==> src/rtl/sc_gate_pkg.sv <==
package sc_gate_pkg;
  typedef enum logic [2:0] {
    ST_IDLE,
    ST_ISSUE,
    ST_WAIT_REPLY,
    ST_WAIT_ACKS,
    ST_DONE
  } gate_state_e;
endpackage

==> src/rtl/sc_gate_fsm.sv <==
module sc_gate_fsm
  import sc_gate_pkg::*;
(
  input  logic        clk_i,
  input  logic        rst_ni,
  input  logic        req_fire_i,
  input  logic        mem_fire_i,
  input  logic        rsp_valid_i,
  input  logic        settled_i,
  output gate_state_e state_o
);
  gate_state_e state_q, state_d;

  always_comb begin
    state_d = state_q;
    unique case (state_q)
      ST_IDLE:       if (req_fire_i)  state_d = ST_ISSUE;
      ST_ISSUE:      if (mem_fire_i)  state_d = ST_WAIT_REPLY;
      ST_WAIT_REPLY: if (rsp_valid_i) state_d = ST_WAIT_ACKS;
      ST_WAIT_ACKS:  if (settled_i)   state_d = ST_DONE;
      ST_DONE:                        state_d = ST_IDLE;
      default:                        state_d = ST_IDLE;
    endcase
  end

  always_ff @(posedge clk_i or negedge rst_ni) begin
    if (!rst_ni) state_q <= ST_IDLE;
    else         state_q <= state_d;
  end

  assign state_o = state_q;
endmodule

==> src/rtl/sc_gate_ack_tracker.sv <==
module sc_gate_ack_tracker #(
  parameter int CW = 4
) (
  input  logic          clk_i,
  input  logic          rst_ni,
  input  logic          clear_i,
  input  logic          track_en_i,
  input  logic          rsp_take_i,
  input  logic [CW-1:0] rsp_cnt_i,
  input  logic          rsp_pend_i,
  input  logic          ack_i,
  input  logic          gp_i,
  output logic signed [CW:0] bal_o,
  output logic          settled_o
);
  localparam int BW = CW + 1;
  localparam logic signed [BW-1:0] BAL_ONE = BW'(1);

  logic signed [BW-1:0] bal_q, bal_d, add_v, sub_v;
  logic pend_q, gp_q;
  logic ack_take;

  assign ack_take = ack_i & track_en_i;

  always_comb begin
    add_v = rsp_take_i ? $signed({1'b0, rsp_cnt_i}) : '0;
    sub_v = ack_take ? BAL_ONE : '0;
    bal_d = bal_q + add_v - sub_v;
  end

  always_ff @(posedge clk_i or negedge rst_ni) begin
    if (!rst_ni) begin
      bal_q  <= '0;
      pend_q <= 1'b0;
      gp_q   <= 1'b0;
    end else if (clear_i) begin
      bal_q  <= '0;
      pend_q <= 1'b0;
      gp_q   <= 1'b0;
    end else begin
      bal_q <= bal_d;
      if (rsp_take_i && rsp_pend_i) pend_q <= 1'b1;
      if (gp_i && track_en_i)       gp_q   <= 1'b1;
    end
  end

  // a source notification may precede the reply that asks for it
  assign settled_o = (bal_q == '0) && !(pend_q && !gp_q);
  assign bal_o     = bal_q;
endmodule

==> src/rtl/sc_gate_op_reg.sv <==
module sc_gate_op_reg #(
  parameter int AW = 16,
  parameter int DW = 32
) (
  input  logic          clk_i,
  input  logic          rst_ni,
  input  logic          load_i,
  input  logic          is_write_i,
  input  logic [AW-1:0] addr_i,
  input  logic [DW-1:0] wdata_i,
  input  logic          rsp_take_i,
  input  logic [DW-1:0] rsp_data_i,
  output logic          is_write_o,
  output logic [AW-1:0] addr_o,
  output logic [DW-1:0] wdata_o,
  output logic [DW-1:0] rdata_o
);
  always_ff @(posedge clk_i or negedge rst_ni) begin
    if (!rst_ni) begin
      is_write_o <= 1'b0;
      addr_o     <= '0;
      wdata_o    <= '0;
      rdata_o    <= '0;
    end else begin
      if (load_i) begin
        is_write_o <= is_write_i;
        addr_o     <= addr_i;
        wdata_o    <= wdata_i;
        rdata_o    <= '0;
      end
      if (rsp_take_i && !is_write_o) rdata_o <= rsp_data_i;
    end
  end
endmodule

==> src/rtl/sc_issue_gate.sv <==
module sc_issue_gate
  import sc_gate_pkg::*;
#(
  parameter int AW = 16,
  parameter int DW = 32,
  parameter int CW = 4
) (
  input  logic          clk_i,
  input  logic          rst_ni,
  input  logic          req_valid_i,
  output logic          req_ready_o,
  input  logic          req_is_write_i,
  input  logic [AW-1:0] req_addr_i,
  input  logic [DW-1:0] req_wdata_i,
  output logic          mem_valid_o,
  input  logic          mem_ready_i,
  output logic          mem_is_write_o,
  output logic [AW-1:0] mem_addr_o,
  output logic [DW-1:0] mem_wdata_o,
  input  logic          rsp_valid_i,
  input  logic [DW-1:0] rsp_data_i,
  input  logic [CW-1:0] rsp_inv_cnt_i,
  input  logic          rsp_src_pend_i,
  input  logic          inv_ack_i,
  input  logic          wr_gp_i,
  output logic          done_o,
  output logic          done_is_write_o,
  output logic [DW-1:0] rd_data_o
);
  gate_state_e state;
  logic req_fire, mem_fire, rsp_take, track_en, settled, op_wr;
  logic signed [CW:0] ack_bal;
  logic [DW-1:0] rdata_q;

  assign req_ready_o = (state == ST_IDLE);
  assign req_fire    = req_valid_i & req_ready_o;
  assign mem_valid_o = (state == ST_ISSUE);
  assign mem_fire    = mem_valid_o & mem_ready_i;
  assign rsp_take    = rsp_valid_i & (state == ST_WAIT_REPLY);
  assign track_en    = (state == ST_WAIT_REPLY) | (state == ST_WAIT_ACKS);

  sc_gate_fsm u_fsm (
    .clk_i       (clk_i),
    .rst_ni      (rst_ni),
    .req_fire_i  (req_fire),
    .mem_fire_i  (mem_fire),
    .rsp_valid_i (rsp_take),
    .settled_i   (settled),
    .state_o     (state)
  );

  sc_gate_op_reg #(.AW(AW), .DW(DW)) u_op (
    .clk_i      (clk_i),
    .rst_ni     (rst_ni),
    .load_i     (req_fire),
    .is_write_i (req_is_write_i),
    .addr_i     (req_addr_i),
    .wdata_i    (req_wdata_i),
    .rsp_take_i (rsp_take),
    .rsp_data_i (rsp_data_i),
    .is_write_o (op_wr),
    .addr_o     (mem_addr_o),
    .wdata_o    (mem_wdata_o),
    .rdata_o    (rdata_q)
  );

  // only a read can depend on a write that is still propagating
  sc_gate_ack_tracker #(.CW(CW)) u_track (
    .clk_i      (clk_i),
    .rst_ni     (rst_ni),
    .clear_i    (req_fire),
    .track_en_i (track_en),
    .rsp_take_i (rsp_take),
    .rsp_cnt_i  (rsp_inv_cnt_i),
    .rsp_pend_i (rsp_src_pend_i & ~op_wr),
    .ack_i      (inv_ack_i),
    .gp_i       (wr_gp_i),
    .bal_o      (ack_bal),
    .settled_o  (settled)
  );

  assign mem_is_write_o  = op_wr;
  assign done_o          = (state == ST_DONE);
  assign done_is_write_o = done_o & op_wr;
  assign rd_data_o       = (done_o && !op_wr) ? rdata_q : '0;
endmodule

==> config.mk <==
export PLATFORM = sky130hd
export DESIGN_NAME = sc_issue_gate
export DESIGN_NICKNAME = d
export VERILOG_FILES = /design/src/rtl/sc_gate_pkg.sv /design/src/rtl/sc_gate_fsm.sv /design/src/rtl/sc_gate_ack_tracker.sv /design/src/rtl/sc_gate_op_reg.sv /design/src/rtl/sc_issue_gate.sv
export SDC_FILE = /design/constraint.sdc
export NUM_CORES = 1
export LEC_CHECK = 0
export ABC_AREA = 1
export CAP_MARGIN = 15
export CORE_ASPECT_RATIO = 0.5
export CORE_UTILIZATION = 65
export CTS_CLUSTER_DIAMETER = 80
export DETAILED_ROUTE_END_ITERATION = 16
export DONT_BUFFER_PORTS = 1
export GPL_ROUTABILITY_DRIVEN = 0
export PLACE_DENSITY = 0.81
export SLEW_MARGIN = 25
export SYNTH_ARGS = -nofsm -noshare
export SYNTH_HDL_FRONTEND = slang
export SYNTH_SLANG_ARGS = --single-unit
==> constraint.sdc <==
create_clock -name clk_i -period 4.1 [get_ports clk_i]
set_clock_uncertainty 0.1 [all_clocks]
set_input_delay 0.82 -clock clk_i [delete_from_list [all_inputs] [get_ports clk_i]]
set_output_delay 0.82 -clock clk_i [all_outputs]
set_load 0.02 [all_outputs]
======== Word-level counts from Yosys, hierarchy flattened ========
Cells that the tools add are included.
cells by class
  $add $sub $neg .......................... 2
  equal/unequal tests ..................... 8
  muxes and demuxes ....................... 15
  bitwise gates (word level) .............. 8
  reduce and logical (&&, ||, !) cells .... 15
operators with widths
  cell                                                                      number
  32-bit 2-to-1 mux                                                         3
  3-bit 2-to-1 mux                                                          4
  3-bit case mux with 4 select lines                                        1
  1-bit AND                                                                 6
  3-bit by 2-bit == test with 1-bit output (second input constant)          2
  1-bit logical AND                                                         6
  2-bit by 1-bit inequality test with 1-bit output (second input constant)  3
  2-bit nonzero test                                                        3
  5-bit adder                                                               1
  5-bit zero test                                                           1
  1-bit 2-to-1 mux                                                          5
  5-bit 2-to-1 mux                                                          1
  5-bit subtractor                                                          1
  4-bit 2-to-1 mux                                                          1
  4-bit AND reduction                                                       1
  3-bit by 1-bit == test with 1-bit output (second input constant)          1
  3-bit == test (second input constant)                                     1
  1-bit zero test                                                           3
  3-bit zero test                                                           1
  2-bit inequality test (second input constant)                             1
  1-bit inverter                                                            1
  1-bit bitwise OR                                                          1
storage, ports and cells
  flip-flop bits (word level) ............. 91
  bits of input ports ..................... 93
  output and inout bits ................... 85
  logic and storage cells ................. 56

======== Depth between registers and ports, before layout ========
  word-level depth ........................ 6
  gate-level depth with buffers ........... 12
  depth with buffers taken out ............ 12

======== Cells and area by module ========
Synthesis repeated with hierarchy kept, for this count alone.
unflattened totals
  cells, all modules ...................... 533
  area, all modules ....................... 4,286.6 um^2
modules (own cells, without submodules)
  module               instances  cells an instance  area each (um^2)
  sc_gate_op_reg       1          348                3,115.5
  sc_gate_ack_tracker  1          69                 518.0
  sc_issue_gate        1          88                 464.2
  sc_gate_fsm          1          28                 188.9

======== Least setup slack after synthesis ========
Ideal clock, no wire load.
  path type ............................... register to output
  start point ............................. register u_fsm.state_q[1], in the netlist u_fsm.state_o[1]
  end point ............................... output port rd_data_o[10]
  arrival time ............................ 1.558 ns
  data required time ...................... 3.180 ns
  slack ................................... 1.622 ns
  cell stages (with the launch flop) ...... 6
  path through ............................ dfrtp_1 > buf_2 > nor3_2 > nand2_1 > clkbuf_1 > nor2_1
between the ends
  longest elaborated chain between the ends .. 3
ends and longest elaborated chain
  item                      line                 RTL
  start: declaration        sc_gate_fsm.sv:12    gate_state_e state_q, state_d;
  start signal: assignment  sc_gate_fsm.sv:28    else state_q <= state_d;
  3-bit == test             sc_issue_gate.sv:83  assign done_o = (state == ST_DONE);
  via done_o                sc_issue_gate.sv:26  output logic done_o,
  1-bit logical AND         sc_issue_gate.sv:85  assign rd_data_o = (done_o && !op_wr) ? rdata_q : '0;
  32-bit 2-to-1 mux         sc_issue_gate.sv:85
  end: declaration          sc_issue_gate.sv:28  output logic [DW-1:0] rd_data_o
The timed path passes the listed nets, and every way through them passes these cells.

======== Worst setup path after layout ========
  start point ............................. register u_fsm.state_q[1], in the netlist u_fsm.state_o[1]
  end point ............................... output port rd_data_o[21]
The elaborated chain is that of the path after synthesis.

==> impl_metrics.env <==
export IMPL_viasPerCell=5.142
export IMPL_hold_path_class="input port to asynchronous set/reset pin"
export IMPL_critPathKind="flip-flop to primary output"
export IMPL_yosys_area_top_type_share_pct=56.35
export IMPL_clk_pin_slew_ns=0.07
export IMPL_relSlewSlack_pct=27.60
export IMPL_cts_resized=0
export IMPL_synth_top_area_cell="dfrtp_1"
export IMPL_worstPathArrival_ns=2.52
export IMPL_netlist_area_um2=4041
export IMPL_grt_usage_pct=26.62
export IMPL_die_h_um=57.76
export IMPL_r2r_setup_slack_ns=1.57
export IMPL_wire_per_inst_um=14.57
export IMPL_cts_sinks=91
export IMPL_antenna_found_initial=0
export IMPL_status="completed"
export IMPL_avgSynthCellArea_um2=8.333
export IMPL_power_leakage_nw=2.238
export IMPL_fmax_mhz=291.0
export IMPL_post_cts_buffers=0
export IMPL_diodes=0
export IMPL_setup_viol=0
export IMPL_nets=578
export IMPL_dieArea_um2=6556
export IMPL_yosys_warnings=0
export IMPL_synth_async_reset_ratio_pct=100.0
export IMPL_postSynthCellCount=485
export IMPL_path_cells="nor3_2 > nand2_1 > nor2_1"
export IMPL_slowest_delay_ns=0.67
export IMPL_ys_top_cells_by_area="dfrtp_1, nand2_1, inv_1"
export IMPL_placedInstanceArea_um2=4009
export IMPL_critical_path_depth=3
export IMPL_pre_cts_slack_ns=1.016
export IMPL_required_ns=3.18
export IMPL_crit_buf_inv=0
export IMPL_drtIter0Drc=237
export IMPL_fin_setup_tns_ns=0
export IMPL_max_cap_violations=0
export IMPL_portBuffers=0
export IMPL_timing_final_ws_setup_ns=0.6638
export IMPL_cts_tree="yes"
export IMPL_rows=19
export IMPL_r2r_start="u_fsm.state_o[0]"
export IMPL_power_density_nw_per_um2=889.0
export IMPL_hold_viol=0
export IMPL_grt_max_degree=92
export IMPL_die_w_um=113.5
export IMPL_fillers=417
export IMPL_start_util_pct=70.54
export IMPL_yosysSeqAreaShare_pct=56.35
export IMPL_synth_common_cells="nand2_1, dfrtp_1, inv_1"
export IMPL_worstMarginPinSlew_ns=1.076
export IMPL_peakVddDrop_uv=507.4
export IMPL_cts_max_path_buffers=2
export IMPL_fin_area_um2=4327
export IMPL_post_dp_hpwl_um=5705
export IMPL_io_pins=178
export IMPL_area_delta_synth_final_pct=7.059
export IMPL_root_buffer="clkbuf_16"
export IMPL_drive_above_1_share_pct=6.237
export IMPL_whs_ns=0.07645
export IMPL_critPathCaptureType="primary output"
export IMPL_vias=2905
export IMPL_antenna_left=0
export IMPL_critPathSlowestCell="nand2_1"
export IMPL_reg2reg_depth=12
export IMPL_routed_wl_um=8232
export IMPL_grt_pass1_vias=2722
export IMPL_cts_buffers=9
export IMPL_overflow=0
export IMPL_finalCritPeriodShare_pct=83.81
export IMPL_fin_crit_ns=3.436
export IMPL_slew_viol_final=0
export IMPL_startpoint_type="flip-flop"
export IMPL_htreeDepth=3
export IMPL_ys_ff_latch=91
export IMPL_synth_ff_type="dfrtp_1"
export IMPL_core_um2=5729
export IMPL_r2r_end="u_track.bal_o[4]"
export IMPL_synth_edff_count=0
export IMPL_hold_buffers=0
export IMPL_syn_nets=587
export IMPL_grt_pass1_wl_um=13070
export IMPL_synth_most_common_cell="nand2_1"
export IMPL_rsz0062_at_grt="false"
export IMPL_ys_types=28
export IMPL_insertion_delay_ns=0.33
export IMPL_dr_pass1_iters=5
export IMPL_drc=0
export IMPL_crit_family="simple AND/OR/NAND/NOR gates"
export IMPL_critPathMaxFanout=32
metrics by stage:
| stage | utilization, % | instances | power [mW] |
|---|---|---|---|
| 2_1_floorplan | - | 485 | 2.778 |
| 3_3_place_gp | 69.84 | 549 | 2.929 |
| 3_5_place_dp | 69.97 | 549 | 3.003 |
| 4_1_cts | 75.52 | 565 | 3.877 |
| 5_1_grt | 75.52 | 565 | 4.124 |
| 6_report | 75.52 | 565 | 3.846 |
report_power, final:
group          switching [mW]  total (mW)  internal (mW)
clock network           0.363       0.853          0.490
logic                   0.748        1.12          0.371
registers               0.544        1.87           1.33
cell usage in the layout (no fill, tap or decap):
master / instances
xnor2_1: 1
clkinv_4: 1
inv_8: 1
nand2_1: 199
inv_2: 2
clkbuf_16: 9
nand3b_1: 1
inv_1: 59
nor4_1: 1
nor2_1: 44
nor3_2: 1
o21ai_0: 26
inv_6: 4
ha_1: 8
nand2_2: 1
or2_2: 1
nand3_2: 1
bufinv_16: 1
o21ai_2: 1
a21oi_1: 3
clkinv_8: 1
nand3_1: 6
a21oi_2: 1
and2_1: 1
nor2_2: 1
o21ai_4: 1
nor2_4: 2
fa_1: 1
buf_4: 1
dfrtp_1: 91
o21ai_1: 10
worst max path at each step:
stage	start	endpoint	slack [ns]
global placement	u_fsm.state_o[1]	rd_data_o[8]	1.11
CTS	u_fsm.state_o[0]	rd_data_o[21]	0.59
detailed placement	u_fsm.state_o[0]	rd_data_o[21]	1.02
global route	u_fsm.state_o[0]	rd_data_o[8]	0.52
finish	u_fsm.state_o[1]	rd_data_o[21]	0.66
floorplan	u_fsm.state_o[1]	rd_data_o[10]	1.62
kinds of logic after synthesis:
family / Yosys count / synth area share (%)
AO/OA/AOI/OAI: 42 / 5.480
XOR/XNOR: 1 / 0.2168
adder cells (fa/ha/maj): 9 / 2.972
buffers and inverters: 83 / 9.660
flip-flops: 91 / 56.35
AND/OR/NAND/NOR: 259 / 25.33
cell type report:
| class | count | area (um2) | share of cell area (%) |
|---|---|---|---|
| Inverter | 62 | 237.7 | 5.495 |
| Clock buffer | 9 | 225.2 | 5.205 |
| Sequential cell | 91 | 2277 | 52.63 |
| Tap cell | 84 | 105.1 | 2.429 |
| Timing Repair Buffer | 1 | 7.507 | 0.1735 |
| Clock inverter | 7 | 92.59 | 2.140 |
| Multi-Input combinational cell | 311 | 1381 | 31.93 |
layer usage:
| metal | global-route usage [%] | share of wire (%) | vias up |
|---|---|---|---|
| li1 | - | - | 1429 |
| met1 | 33.02 | 42 | 1368 |
| met2 | 44.77 | 50 | 104 |
| met3 | 10.36 | 7.8 | 4 |
| met4 | 6.955 | 0.70 | 0 |
| met5 | 0 | 0 | - |
state kept, by name, indices dropped and copies added, names as in the netlist:
name	cells
u_fsm.state_o	3
u_op.wdata_o	32
u_op.rdata_o	32
u_op.addr_o	16
u_track.pend_q	1
u_op.is_write_o	1
u_track.bal_o	5
u_track.gp_q	1
Power figures use the tool's default switching activity.
